<file path="config.mk">
export PLATFORM = sky130hd
export DESIGN_NAME = pas_switch
export DESIGN_NICKNAME = d
export VERILOG_FILES = /design/src/rtl/pas_switch.sv
export SDC_FILE = /design/constraint.sdc
export NUM_CORES = 1
export LEC_CHECK = 0
export CORE_UTILIZATION = 50
export DETAILED_ROUTE_END_ITERATION = 10
export DONT_BUFFER_PORTS = 1
export PLACE_DENSITY_LB_ADDON = 0.05
export SYNTH_ARGS = -nofsm -noshare
export SYNTH_HDL_FRONTEND = slang
export SYNTH_SLANG_ARGS = --single-unit
</file>
<file path="constraint.sdc">
create_clock -name clk -period 3.52 [get_ports clk]
set_clock_uncertainty 0.05 [all_clocks]
set_input_delay 0.528 -clock clk [delete_from_list [all_inputs] [get_ports clk]]
set_output_delay 0.528 -clock clk [all_outputs]
set_load 0.005 [all_outputs]
</file>
<file path="src/rtl/pas_switch.sv">
module pas_switch #(
  parameter int N = 4,
  parameter int W = 8
) (
  input  logic                           clk,
  input  logic                           rst,
  input  logic [N*W-1:0]                 mod_data,
  input  logic [N-1:0]                   mod_err,
  output logic [W-1:0]                   out_data,
  output logic                           out_valid,
  output logic [((N>1)?$clog2(N):1)-1:0] sel_a,
  output logic [((N>1)?$clog2(N):1)-1:0] sel_b,
  output logic                           reconfig,
  output logic                           exhausted,
  output logic                           ambiguous
);
  localparam int IW = (N > 1) ? $clog2(N) : 1;
  localparam int CW = $clog2(N + 1) + 1;

  logic [N-1:0]  healthy, healthy_n, pair_mask;
  logic [W-1:0]  da, db;
  logic          mism, pair_err, amb_now;
  logic [IW-1:0] na, nb;
  logic [CW-1:0] hcnt;

  assign da        = mod_data[sel_a*W +: W];
  assign db        = mod_data[sel_b*W +: W];
  assign mism      = !exhausted && (da != db);
  assign pair_err  = mod_err[sel_a] | mod_err[sel_b];
  assign amb_now   = mism && !pair_err;
  assign reconfig  = !exhausted && (mism || pair_err);
  assign out_valid = !exhausted && !reconfig;
  assign out_data  = da;
  assign pair_mask = (N'(1) << sel_a) | (N'(1) << sel_b);
  assign healthy_n = healthy & ~mod_err & ~(amb_now ? pair_mask : '0);

  always_comb begin
    na   = '0;
    nb   = '0;
    hcnt = '0;
    for (int i = 0; i < N; i++) begin
      if (healthy_n[i]) begin
        if (hcnt == '0)
          na = IW'(i);
        else if (hcnt == CW'(1))
          nb = IW'(i);
        hcnt = hcnt + CW'(1);
      end
    end
  end

  always_ff @(posedge clk) begin
    if (rst) begin
      healthy   <= '1;
      sel_a     <= '0;
      sel_b     <= IW'(1);
      exhausted <= 1'b0;
      ambiguous <= 1'b0;
    end else begin
      healthy   <= healthy_n;
      exhausted <= (hcnt < CW'(2));
      if (hcnt >= CW'(2)) begin
        sel_a <= na;
        sel_b <= nb;
      end
      if (amb_now)
        ambiguous <= 1'b1;
    end
  end
endmodule

</file>
==> results.rst <==
.. list-table::
   :header-rows: 1

   * - Metric
     - Value
   * - Result of the run
     - finished, violations left
   * - Failing checks
     - negative setup slack
   * - Number of diodes added for antenna fixing
     - 0
   * - Port Buffers
     - 0
   * - RSZ-0062 raised after global routing
     - true
   * - Clock tree from TritonCTS
     - yes
   * - Crit-path slowest cell
     - mux4_2
   * - Power density over the cells
     - 431.9 nW/um^2
   * - Top-area cell type share of the netlist area
     - 0.2478
   * - Setup slack of the critical path after layout
     - -0.09347 ns
   * - Average vias per placed instance
     - between 6 and 7
   * - Vertical extent of the die
     - between 50 and 60 um
   * - Total of flip-flops plus latches after synthesis
     - 10
   * - Xor and xnor area share after synthesis
     - 0.07473
   * - Final Setup Violations
     - 4
   * - Clock insertion delay at the later pin of the skew report
     - about 0.28 ns
   * - Dominant cell type by count on the critical path
     - nand2_1
   * - I/O pin count
     - 54
   * - Clock Pin Slew Worst Setup and Hold Paths
     - roughly 0.070 ns
   * - Core Footprint
     - ~2300 sq um
   * - Wire length of the first global-routing pass
     - slightly below 5000 um
   * - Mux share of post-synthesis cell area
     - 0.3776
   * - Max-capacitance violation count
     - 0
   * - Type of the worst setup path
     - flop to flop
   * - Count of nets after finishing
     - 193
   * - Critical Path Sink Type
     - flop
   * - Arrival time worst endpoint
     - approximately 3.7 ns
   * - Residual antenna-violating net count after detailed routing
     - 0
   * - Gr ovfl total
     - 0
   * - Vias after detailed routing
     - around 1100
   * - Multi-input gate area in the final layout
     - 1074 sq um
   * - Start point of the worst hold path
     - rst
   * - Dominant combinational cell family by area after synthesis
     - multiplexers
   * - Period Utilization, post-route
     - 1.027
   * - Maximum single-stage delay on the critical path
     - 0.51 ns
   * - Post-cts hold buffer count
     - 0
   * - Clock buffer count from CTS
     - 3
   * - Leakage
     - just under 0.0007 uW
   * - Post-Synthesis Cell Area
     - 1272 sq um
   * - Filler cell count
     - approximately 180
   * - Data required time of the critical path
     - 3.64 ns
   * - Level count of the clock H-tree
     - 1
   * - Cell Chain, Critical Path
     - buf_6 > mux4_2 > xor2_1 > nor4_4 > a21oi_4 > nand2_1 > nand3b_1 > ha_4 > nand2_1 > a211o_1 > xnor2_2 > o32a_4 > mux2_4
   * - Initial drt markers
     - 9
   * - Slew at the pin closest to its max-slew limit
     - between 0.3 and 0.4 ns
   * - Total number of yosys warnings
     - 0
   * - DRT Wirelength
     - about 3200 um
   * - Adder and majority cell fraction of the synthesized area
     - 0.07866
   * - WL/cell
     - ~18 um
   * - First-pass detailed-route iteration total
     - 4
   * - Peak supply drop
     - 0.3247 mV
   * - Path class of the lowest-slack min-delay path
     - input port to flop
   * - Half-perimeter wire length after detailed placement
     - about 2700 um
   * - Pre-CTS setup slack
     - -0.1360 ns
   * - Number of cell rows
     - 17
   * - Endpoints failing hold
     - 0
   * - Synthesized netlist net count
     - 160
   * - Max-Slew Margin vs Limit
     - 0.7587
   * - Antenna violations before repair
     - 0
   * - Final Max Tran Viols
     - 0
   * - Most common flop cell mapped by yosys
     - dfxtp_1
   * - Leading post-synthesis cells by cell area
     - mux4_2 (25%), dfxtp_1 (16%), mux4_1 (8.3%)
   * - Total Negative Setup Slacks
     - -0.2698 ns
   * - Mean instance size in the synthesized netlist
     - 11.16 sq um
   * - Simple-gate area share of the yosys netlist
     - 0.1386
   * - CP bufs+invs
     - 1
   * - Post-synth EDFFs
     - 0
   * - Worst Setup Start Kind
     - flop
   * - Gate Count Post-Synth
     - roughly 110
   * - Beginning of the critical path
     - sel_a[0]
   * - Last weighted congestion value of the routability-driven placer
     - between 0.8 and 0.9
   * - Number of design rule violations left after detail routing
     - 0
   * - Maximum achievable frequency
     - ~280 MHz
   * - Die width
     - ~52 um
   * - Fraction of final layout cells with drive strength greater than 1
     - 0.4795
   * - Final critical-path required period
     - ~3.6 ns
   * - Dominant delay contributor by cell family on the critical path
     - multiplexers
   * - Critical-path maximum fanout
     - 8
   * - Total power
     - about 700 uW
   * - Die footprint
     - roughly 2800 sq um
   * - Share of flip-flops with an asynchronous set or reset
     - 0
   * - Compound-cell area share of the yosys netlist
     - 0.1150
   * - Largest net degree at the start of global routing
     - 15
   * - Total global routing track utilization
     - 0.2540
   * - Master cell of the clock root buffer
     - clkbuf_4
   * - Sequential standard cell area
     - 207.7 sq um
   * - Number of sinks driven by the clock tree
     - 10
   * - Initial core utilization
     - 0.5539
   * - Number of global-route vias before repair
     - roughly 1100
   * - Layout-stage area growth over the synthesis result
     - 29.60%
   * - Maximum root-to-sink buffer count
     - 2
   * - Distinct cell type count of the synthesized netlist
     - 34
   * - Register area share after synthesis
     - 0.1573
   * - R2r startpoint
     - sel_a[0]
   * - Top cell type by total area after synthesis
     - mux4_2
-- report_power, final --
part	internal [uW]	switching, uW
Sequential	131	22.1
Combinational	249	201
Clock	63.0	45.9
-- per-stage QoR --
stage / cell area [sq um] / utilization / std cells / hold slack, ns
5_1_grt: 1649 / 0.7179 / 174 / 0.2550
4_1_cts: 1642 / 0.7146 / 173 / 0.2643
3_5_place_dp: 1551 / 0.6754 / 164 / 0.4422
6_report: 1649 / 0.7179 / 174 / 0.2656
2_1_floorplan: 1354 / - / 114 / 0.4150
3_3_place_gp: 1551 / 0.6754 / 164 / 0.4383
-- placed cells by master (no fill, tap or decap), drive strengths merged --
| cell type | Yosys | final |
|---|---|---|
| inv | 10 | 10 |
| a21oi | 2 | 2 |
| o21bai | 1 | 1 |
| o22ai | 4 | 4 |
| o32a | 1 | 1 |
| o21ai | 1 | 1 |
| or2b | 1 | 1 |
| dfxtp | 10 | 10 |
| clkbuf | 1 | 4 |
| mux4 | 18 | 18 |
| ha | 8 | 8 |
| nand3b | 2 | 2 |
| o21a | 1 | 1 |
| buf | 4 | 33 |
| xor2 | 8 | 8 |
| o32ai | 1 | 1 |
| nor4 | 2 | 2 |
| a31oi | 2 | 2 |
| mux2i | 3 | 3 |
| a211o | 1 | 1 |
| nand2 | 4 | 4 |
| or3 | 1 | 1 |
| a211oi | 2 | 2 |
| a21o | 3 | 3 |
| mux2 | 2 | 2 |
| xnor2 | 2 | 2 |
| nor3b | 1 | 1 |
| nor2 | 12 | 12 |
| nand2b | 6 | 6 |
-- worst register-to-register path, delay by kind of cell (launching register included) --
kind	cells	cell delay (ns)
mux	2	0.80
compound gates	3	0.70
simple gates	4	0.63
flops	1	0.43
xor+xnor	2	0.38
fa+ha+maj	1	0.36
buf+inv	1	0.15
-- sequential cells by signal, indices dropped and copies added (netlist names) --
name / cells
healthy: 4
sel_a: 2
sel_b: 2
ambiguous: 1
exhausted: 1
-- final timing paths --
kind | end | slack (ns) | cells after the start
max | sel_a[0] | -0.09 | 13
min | ambiguous | 0.27 | 1
max reg2reg | sel_a[0] | -0.09 | 13
min reg2reg | ambiguous | 0.45 | 2
-- cell type report --
class / count / share of cell area
well taps: 28 / 0.02124
clock buffers: 4 / 0.02200
repair buffers: 33 / 0.1571
flip-flops and latches: 10 / 0.1259
multi-input cells: 89 / 0.6510
inverters: 10 / 0.02276
-- per-layer routing --
metal / wire length, um / track usage
met1: 1063 / 0.2351
met2: 1786 / 0.4958
met3: 278 / 0.05507
met4: 86 / 0.1447
met5: 0 / 0
-- cell usage after synthesis (3+ instances only) --
master and count:
nand2b_1 6, xor2_1 8, nand2_1 4, ha_1 8, mux4_1 4, inv_1 10, o22ai_1 4, mux4_2 14
mux2i_1 3, dfxtp_1 10, nor2_1 12
-- what timing repair did --
action	4_1_cts	5_1_grt
setup buffers	5	1
gates resized for setup	6	0
endpoints found under the setup margin	4	5
-- logic make-up (layout without fill, tap and decap cells) --
group,Yosys count,after routing
AO/OA/AOI/OAI,19,19
XOR/XNOR,10,10
flip-flops,10,10
multiplexers,23,23
AND/OR/NAND/NOR,29,29
buffers and inverters,15,47
adder cells (fa/ha/maj),8,8
Note: power is estimated with default switching activity, not from simulation.
